===== src/rtl/nvs_pkg.sv =====
package nvs_pkg;

  // Width of the compared address slice and length of the unlock run.
  localparam int CODE_W  = 14;
  localparam int SEQ_LEN = 6;
  localparam int PRE_LEN = SEQ_LEN - 1;
  // Prefix codes plus two final codes.
  localparam int NCODES  = PRE_LEN + 2;
  localparam int STEP_W  = $clog2(SEQ_LEN);

  // Index of each final code inside the hit vector.
  localparam int IDX_STORE  = PRE_LEN;
  localparam int IDX_RECALL = PRE_LEN + 1;

  typedef enum logic [1:0] {
    OP_NONE   = 2'd0,
    OP_STORE  = 2'd1,
    OP_RECALL = 2'd2
  } nv_op_e;

  // Code table, ordered: five prefix steps, then store, then recall.
  function automatic logic [CODE_W-1:0] code_at(input int idx);
    logic [CODE_W-1:0] c;
    case (idx)
      0:       c = 14'h0E38;
      1:       c = 14'h31C7;
      2:       c = 14'h03E0;
      3:       c = 14'h3C1F;
      4:       c = 14'h303F;
      5:       c = 14'h0FC0;
      default: c = 14'h0C63;
    endcase
    return c;
  endfunction

endpackage


===== src/rtl/nvs_code_match.sv =====
module nvs_code_match
  import nvs_pkg::*;
#(
  parameter int ADDR_W = 15
) (
  input  logic [ADDR_W-1:0] addr,
  output logic [NCODES-1:0] hit
);

  logic [CODE_W-1:0] addr_low;

  // Upper address bits do not take part in the decode.
  assign addr_low = addr[CODE_W-1:0];

  for (genvar g = 0; g < NCODES; g++) begin : g_cmp
    assign hit[g] = (addr_low == code_at(g));
  end

endmodule


===== src/rtl/nvs_seq_fsm.sv =====
module nvs_seq_fsm
  import nvs_pkg::*;
(
  input  logic              clk,
  input  logic              rst_n,
  input  logic              accept,
  input  logic              is_write,
  input  logic [NCODES-1:0] hit,
  output logic              go_store,
  output logic              go_recall,
  output logic              store_start,
  output logic              recall_start
);

  logic [STEP_W-1:0] step_q, step_d;
  logic              step_en;
  nv_op_e            op_d;
  logic              st_q, rc_q;

  // Number of steps matched so far (0 means idle).
  always_comb begin
    step_d = '0;
    op_d   = OP_NONE;
    if (is_write) begin
      step_d = '0;
    end else if (step_q < STEP_W'(PRE_LEN) && hit[step_q]) begin
      step_d = step_q + STEP_W'(1);
    end else if (step_q == STEP_W'(PRE_LEN) && hit[IDX_STORE]) begin
      op_d = OP_STORE;
    end else if (step_q == STEP_W'(PRE_LEN) && hit[IDX_RECALL]) begin
      op_d = OP_RECALL;
    end else if (hit[0]) begin
      step_d = STEP_W'(1);
    end
  end

  assign step_en   = accept;
  assign go_store  = accept && (op_d == OP_STORE);
  assign go_recall = accept && (op_d == OP_RECALL);

  always_ff @(posedge clk or negedge rst_n) begin
    if (!rst_n) begin
      step_q <= '0;
    end else if (step_en) begin
      step_q <= step_d;
    end
  end

  always_ff @(posedge clk or negedge rst_n) begin
    if (!rst_n) begin
      st_q <= 1'b0;
      rc_q <= 1'b0;
    end else begin
      st_q <= go_store;
      rc_q <= go_recall;
    end
  end

  assign store_start  = st_q;
  assign recall_start = rc_q;

endmodule


===== src/rtl/nvs_busy_timer.sv =====
module nvs_busy_timer #(
  parameter int STORE_CYC  = 1000,
  parameter int RECALL_CYC = 2000
) (
  input  logic clk,
  input  logic rst_n,
  input  logic go_store,
  input  logic go_recall,
  output logic busy
);

  localparam int MAX_CYC = (STORE_CYC > RECALL_CYC) ? STORE_CYC : RECALL_CYC;
  localparam int CNT_W   = (MAX_CYC > 1) ? $clog2(MAX_CYC) : 1;
  localparam logic [CNT_W-1:0] ST_LOAD = CNT_W'(STORE_CYC - 1);
  localparam logic [CNT_W-1:0] RC_LOAD = CNT_W'(RECALL_CYC - 1);

  logic [CNT_W-1:0] cnt_q, cnt_d;
  logic             busy_q, busy_d;
  logic             cnt_en;

  always_comb begin
    cnt_d  = cnt_q;
    busy_d = busy_q;
    if (go_store) begin
      cnt_d  = ST_LOAD;
      busy_d = 1'b1;
    end else if (go_recall) begin
      cnt_d  = RC_LOAD;
      busy_d = 1'b1;
    end else if (busy_q) begin
      if (cnt_q == '0) begin
        busy_d = 1'b0;
      end else begin
        cnt_d = cnt_q - CNT_W'(1);
      end
    end
  end

  assign cnt_en = go_store || go_recall || busy_q;

  always_ff @(posedge clk or negedge rst_n) begin
    if (!rst_n) begin
      cnt_q  <= '0;
      busy_q <= 1'b0;
    end else if (cnt_en) begin
      cnt_q  <= cnt_d;
      busy_q <= busy_d;
    end
  end

  assign busy = busy_q;

endmodule


===== src/rtl/nvs_seq_detect.sv =====
module nvs_seq_detect
  import nvs_pkg::*;
#(
  parameter int ADDR_W     = 15,
  parameter int STORE_CYC  = 1000,
  parameter int RECALL_CYC = 2000
) (
  input  logic              clk,
  input  logic              rst_n,
  input  logic              rd_strobe,
  input  logic              we_n,
  input  logic [ADDR_W-1:0] addr,
  output logic              store_start,
  output logic              recall_start,
  output logic              busy,
  output logic              dout_en
);

  logic [NCODES-1:0] hit;
  logic              accept;
  logic              go_store, go_recall;

  // Strobes seen during a nonvolatile operation are dropped.
  assign accept = rd_strobe && !busy;

  nvs_code_match #(
    .ADDR_W(ADDR_W)
  ) u_match (
    .addr(addr),
    .hit (hit)
  );

  nvs_seq_fsm u_fsm (
    .clk         (clk),
    .rst_n       (rst_n),
    .accept      (accept),
    .is_write    (!we_n),
    .hit         (hit),
    .go_store    (go_store),
    .go_recall   (go_recall),
    .store_start (store_start),
    .recall_start(recall_start)
  );

  nvs_busy_timer #(
    .STORE_CYC (STORE_CYC),
    .RECALL_CYC(RECALL_CYC)
  ) u_timer (
    .clk      (clk),
    .rst_n    (rst_n),
    .go_store (go_store),
    .go_recall(go_recall),
    .busy     (busy)
  );

  assign dout_en = !busy;

endmodule


===== config.mk =====
export PLATFORM = sky130hd
export DESIGN_NAME = nvs_seq_detect
export DESIGN_NICKNAME = d
export VERILOG_FILES = /design/src/rtl/nvs_pkg.sv /design/src/rtl/nvs_code_match.sv /design/src/rtl/nvs_seq_fsm.sv /design/src/rtl/nvs_busy_timer.sv /design/src/rtl/nvs_seq_detect.sv
export SDC_FILE = /design/constraint.sdc
export NUM_CORES = 1
export LEC_CHECK = 0
export BUFFER_PORTS_ARGS = -buffer_cell sky130_fd_sc_hd__buf_2
export CORE_MARGIN = 4
export CORE_UTILIZATION = 45
export DETAILED_ROUTE_END_ITERATION = 8
export HOLD_SLACK_MARGIN = 0.05
export PLACE_DENSITY_LB_ADDON = 0.15
export SYNTH_ARGS = -nofsm -noshare
export SYNTH_HDL_FRONTEND = slang
export SYNTH_SLANG_ARGS = --single-unit

===== constraint.sdc =====
create_clock -name clk -period 3.2 [get_ports clk]
set_input_delay 0.16 -clock clk [delete_from_list [all_inputs] [get_ports clk]]
set_output_delay 0.16 -clock clk [all_outputs]
set_load 0.005 [all_outputs]

==> results of run 1 <==
## final cells by class
| class | count | area (sq um) | area share, % |
|---|---|---|---|
| Multi-Input combinational cell | 96 | 634 | 49.9 |
| Inverter | 7 | 26.3 | 2.07 |
| Timing Repair Buffer | 23 | 123 | 9.65 |
| Clock inverter | 1 | 5.00 | 0.394 |
| Tap cell | 28 | 35.0 | 2.76 |
| Clock buffer | 3 | 22.5 | 1.77 |
| Sequential cell | 17 | 425 | 33.5 |
## worst max-delay path: stages (launching register included)
cell and delay, ns:
dfrtp_1 0.47, or4b_1 0.52, o41ai_1 0.26, a31oi_1 0.12, o41ai_4 0.31, nor4_1 0.08
a221o_1 0.26
## where the power goes
part | switching (mW) | internal (mW) | leakage, nW | total (mW)
Clock | 0.0693 | 0.0466 | 0.0177 | 0.116
Combinational | 0.0169 | 0.0129 | 0.308 | 0.0297
Sequential | 0.00000653 | 0.215 | 0.185 | 0.215
Total | 0.0862 | 0.274 | 0.511 | 0.360
## state kept, by name, summed over array words and instances (netlist names)
signal              count
u_fsm.recall_start      1
u_fsm.step_q            3
u_fsm.store_start       1
u_timer.busy            1
u_timer.cnt_q          11
## per-stage QoR
| stage | setup WS (ns) | power [mW] | instances | util, % |
|---|---|---|---|---|
| after floorplan | 1.15 | 0.228 | 121 | - |
| after global placement | 0.940 | 0.246 | 170 | 54.7 |
| after detailed placement | 0.931 | 0.248 | 170 | 54.7 |
| after CTS | 1.06 | 0.365 | 175 | 56.4 |
| after global routing | 0.935 | 0.379 | 175 | 56.4 |
| final | 1.08 | 0.360 | 175 | 56.4 |
## cells by family (layout without fill, tap and decap cells)
family / Yosys count / count (layout) / synth area share, %
xor+xnor: 6 / 6 / 4.82
buf+inv: 8 / 34 / 2.87
compound gates: 14 / 14 / 10.7
fa+ha+maj: 4 / 4 / 4.59
simple gates: 72 / 72 / 38.1
flops: 17 / 17 / 39.0
## repair_timing
action,in CTS,in global routing
hold endpoints to repair,17,0
gates resized for setup,0,0
hold buffers,1,0
## layer usage
metal	routed length, um	track usage, %
met5	0	0
met4	10	2.98
met3	120	4.98
met2	1080	24.3
met1	1180	23.0
## cell usage in the layout (no fill, tap or decap), types with 2 or more instances in the layout
cell / n
nand4b_1: 2
nor3b_1: 3
nor2_1: 5
nand2b_1: 2
nand2_1: 20
a21oi_1: 2
nand3_1: 6
nor3_1: 8
a31oi_1: 2
xor2_1: 2
dfrtp_1: 17
nor4_1: 6
ha_1: 4
inv_1: 7
nor4b_1: 2
or3_1: 4
buf_2: 21
o21ai_0: 4
or4_1: 3
nand3b_1: 2
clkbuf_4: 3
and2_1: 2
xnor2_1: 4
## worst min-delay path by stage
| stage | endpoint | from | slack, ns |
|---|---|---|---|
| floorplan | u_fsm.recall_start | rst_n | -0.14 |
| global placement | u_timer.cnt_q[1] | rst_n | 0.09 |
| detailed placement | u_timer.cnt_q[0] | rst_n | 0.10 |
| CTS | u_fsm.step_q[1] | we_n | 0.16 |
| global route | u_fsm.step_q[1] | we_n | 0.16 |
| finish | u_fsm.step_q[1] | we_n | 0.16 |
==> flow_metrics.py, run 1 <==
metrics = {
    "global_routing": {
        "gr-usage-all-layers_pct": 16.1,
        "grt_max_degree": 18,
        "antenna_found_initial": 0,
        "grt_pass1_wl_um": 4150,
        "grt_pass1_vias": 929,
        "overflow": 0,
    },
    "worst_setup_path": {
        "criticalPathCategory": "reg2reg",
        "end_kind": "flop",
        "worst-path-max-fanout": 8,
        "crit_path_start_kind": "flop",
        "r2r_start": "u_fsm.step_q[0]",
        "rr_endpoint": "u_fsm.step_q[0]",
        "crit_path_end": "u_fsm.step_q[0]",
        "r2r_setup_slack_ns": 1.08,
        "critPathLaunch": "u_fsm.step_q[0]",
        "worstRegToRegCells": 6,
        "cp.arrival_ns": 2.31,
        "cp_data_required_time_ns": 3.39,
    },
    "timing": {
        "slew_headroom_pct": 70.5,
        "finalSetupViolCount": 0,
        "timing.setup.tns_ns": 0,
        "min_period_ns": 2.12,
        "whs_ns": 0.160,
        "skew_ns": 0.00182,
        "fmax_mhz": 471,
        "worstMarginPinSlew_ns": 0.437,
        "slew_violations": 0,
        "hold_viol": 0,
        "rsz0062_at_grt": "false",
        "post-route-period-util_pct": 66.4,
    },
    "layout": {
        "antenna_cells": 0,
        "stdcell_area_sq_um": 1270,
        "fillerInstances": 226,
        "syn2layout_area_growth_pct": 16.5,
        "drive_above_1_share_pct": 21.1,
        "nets": 171,
    },
    "floorplan": {
        "die-area_sq_um": 3280,
        "core_area_sq_um": 2250,
        "ios": 23,
        "initial_core_util_pct": 48.4,
        "die_x_um": 57.2,
        "die_y_um": 57.2,
        "num_rows": 17,
    },
    "logic_synthesis": {
        "ys_async_sr_fraction_pct": 100,
        "synth-edff-count": 0,
        "syn_area_sq_um": 1090,
        "synth_seq_cells": 17,
        "ys_types": 35,
        "ys.flop_type": "dfrtp_1",
        "syn_inst": 121,
        "yosysWarnings": 0,
        "synth_top_cell_area_share_pct": 39.0,
        "syn_nets": 144,
        "yosys-top-cells-count": "nand2_1 (20), dfrtp_1 (17), nor3_1 (8)",
        "yosys.cell_count.top_type": "nand2_1",
        "ys_seq_area_share_pct": 39.0,
        "synth_top_cell_by_area": "dfrtp_1",
        "synth_area_leaders": "dfrtp_1 (39%), nand2_1 (6.9%), ha_1 (4.6%)",
        "syn_area_per_cell_sq_um": 9.02,
    },
    "worst_hold_path": {
        "hp-class": "in2reg",
        "whs_path_depth": 3,
    },
    "cts": {
        "cts-buffers-inserted": 3,
        "cts_tree": "yes",
        "clkLatencyLatePin_ns": 0.30,
        "cts_setup_buffers": 0,
        "clock_path_buffers": 2,
        "clock_sinks": 17,
        "cts_root_buf": "clkbuf_4",
        "clkTransAtPathRegs_ns": 0.10,
        "cts_max_level": 1,
    },
    "detailed_routing": {
        "drc": 0,
        "viasPerCell": 5.63,
        "antenna_left": 0,
        "firstDrtPassIters": 4,
        "route.vias.total": 985,
        "drtIter0Drc": 21,
        "wl_um": 2390,
        "wire_per_inst_um": 13.7,
    },
    "place": {
        "dp_hpwl_um": 1880,
        "placed_area_sq_um": 1230,
        "port_buffers": 21,
        "place_congestion": 0.812,
    },
    "pwr": {
        "p_leak_nw": 0.511,
        "power_density_nw_per_um2": 283,
        "ir_drop_mv": 0.277,
    },
    "flow_run": {
        "drv_cap": 0,
    },
    "run_status": {
        "outcome": "complete, no violations",
    },
}
Note: power is estimated with default switching activity, not from simulation.
==> run 2: changes to the inputs <==
Clock period 3.2 ns to 2.05 ns, I/O delays scaled along.
==> flow_metrics.py, run 2 (same netlist as run 1, synthesis figures left out) <==
metrics = {
    "place": {
        "place_congestion": 0.824,
        "port_buffers": 21,
        "dp_hpwl_um": 1990,
    },
    "flow_run": {
        "drv_cap": 0,
    },
    "worst_setup_path": {
        "cp.arrival_ns": 2.18,
        "crit_path_start_kind": "flop",
        "criticalPathCategory": "reg2reg",
        "worst-path-max-fanout": 7,
        "cp_data_required_time_ns": 2.24,
        "worstRegToRegCells": 10,
        "end_kind": "flop",
    },
    "detailed_routing": {
        "viasPerCell": 5.61,
        "firstDrtPassIters": 4,
        "antenna_left": 0,
        "route.vias.total": 1044,
        "wl_um": 2520,
        "drtIter0Drc": 19,
        "drc": 0,
        "wire_per_inst_um": 13.6,
    },
    "timing": {
        "post-route-period-util_pct": 96.8,
        "fmax_mhz": 504,
        "min_period_ns": 1.99,
        "worstMarginPinSlew_ns": 0.439,
        "hold_viol": 0,
        "skew_ns": 0.0135,
        "rsz0062_at_grt": "true",
        "slew_violations": 0,
        "slew_headroom_pct": 70.3,
        "timing.setup.tns_ns": 0,
        "finalSetupViolCount": 0,
    },
    "cts": {
        "clkLatencyLatePin_ns": 0.29,
        "clock_sinks": 17,
        "cts_max_level": 1,
        "clkTransAtPathRegs_ns": 0.10,
        "clock_path_buffers": 2,
        "cts_tree": "yes",
        "cts_root_buf": "clkbuf_4",
        "cts-buffers-inserted": 3,
    },
    "floorplan": {
        "ios": 23,
        "die_y_um": 57.2,
        "die-area_sq_um": 3280,
        "die_x_um": 57.2,
        "num_rows": 17,
        "core_area_sq_um": 2250,
        "initial_core_util_pct": 48.4,
    },
    "layout": {
        "largestRegisters": "u_timer.cnt_q x11, u_fsm.step_q x3",
        "multiInputGateArea_sq_um": 668,
        "nets": 182,
        "drive_above_1_share_pct": 29.1,
        "final_common_cell": "buf_2",
        "syn2layout_area_growth_pct": 27.1,
        "regMostFlops": "u_timer.cnt_q",
        "largest_reg_flops": 11,
        "fillerInstances": 216,
        "regArea_sq_um": 425,
        "final_cell_mix": "buf_2 (21), nand2_1 (19), dfrtp_1 (17)",
        "antenna_cells": 0,
    },
    "pwr": {
        "power_density_nw_per_um2": 410,
        "ir_drop_mv": 0.536,
        "p_leak_nw": 0.565,
        "fin_total_pwr_mw": 0.569,
    },
    "global_routing": {
        "gr-usage-all-layers_pct": 15.7,
        "antenna_found_initial": 0,
        "grt_max_degree": 18,
        "overflow": 0,
        "grt_pass1_vias": 954,
        "grt_pass1_wl_um": 4140,
    },
    "worst_hold_path": {
        "hp-class": "in2reg",
        "whs_path_depth": 3,
    },
    "run_status": {
        "outcome": "complete, no violations",
    },
}
## run 2: worst max-delay path: stages, from the launching register on
cell and delay [ns]:
dfrtp_1 0.43, inv_1 0.09, ha_1 0.14, nor4b_1 0.21
a31oi_1 0.22, buf_4 0.19, buf_4 0.15, a21oi_1 0.21
a21oi_1 0.07, nor2_1 0.10, nor2_1 0.05
## run 2: worst paths after layout
kind | slack (ns) | end | from
worst max-delay path | 0.06 | u_timer.cnt_q[10] | u_timer.cnt_q[0]
worst min-delay path | 0.13 | u_fsm.step_q[1] | we_n
worst min register to register | 0.55 | u_timer.cnt_q[9] | u_timer.cnt_q[9]
worst max register to register | 0.06 | u_timer.cnt_q[10] | u_timer.cnt_q[0]
min in group asynchronous | 0.24 | u_timer.cnt_q[2] | rst_n
max in group asynchronous | 1.53 | u_fsm.step_q[0] | rst_n
## run 2: metal layers
metal  up-vias  track usage, %  share of wire, %
met5         -               0                 0
met4         0               0                 0
met3         0            4.98               4.0
met2        18            25.4                48
met1       504            21.9                48
li1        522               -                 -
## run 2: report_power, final
group | internal [mW] | total [mW] | switching (mW)
Combinational | 0.0277 | 0.0572 | 0.0294
Sequential | 0.335 | 0.335 | 0.00000246
Clock | 0.0756 | 0.177 | 0.101
Total | 0.438 | 0.569 | 0.130
## run 2: what timing repair did
action / 4_1_cts / 5_1_grt
hold buffers: 1 / 0
hold endpoints to repair: 17 / 0
endpoints found under the setup margin: 1 / 4
setup buffers: 0 / 2
gates resized for setup: 1 / 5
pin swaps: 0 / 1
## run 2: area by class of cell
cell class	count	share of cell area (%)
Timing Repair Buffer	34	14.8
Tap cell	28	2.53
Inverter	7	1.90
Multi-Input combinational cell	96	48.2
Sequential cell	17	30.7
Clock buffer	4	1.90
## run 2: per-stage QoR
step	instances	hold slack, ns	utilization, %	setup slack [ns]	area, sq um
global placement	179	0.0378	57.7	-0.0711	1300
finish	186	0.130	61.5	0.0648	1390
detailed placement	179	0.0454	57.7	-0.162	1300
CTS	184	0.116	59.7	0.0217	1350
floorplan	121	-0.193	-	0.0450	1090
global route	186	0.116	61.5	-0.0721	1390
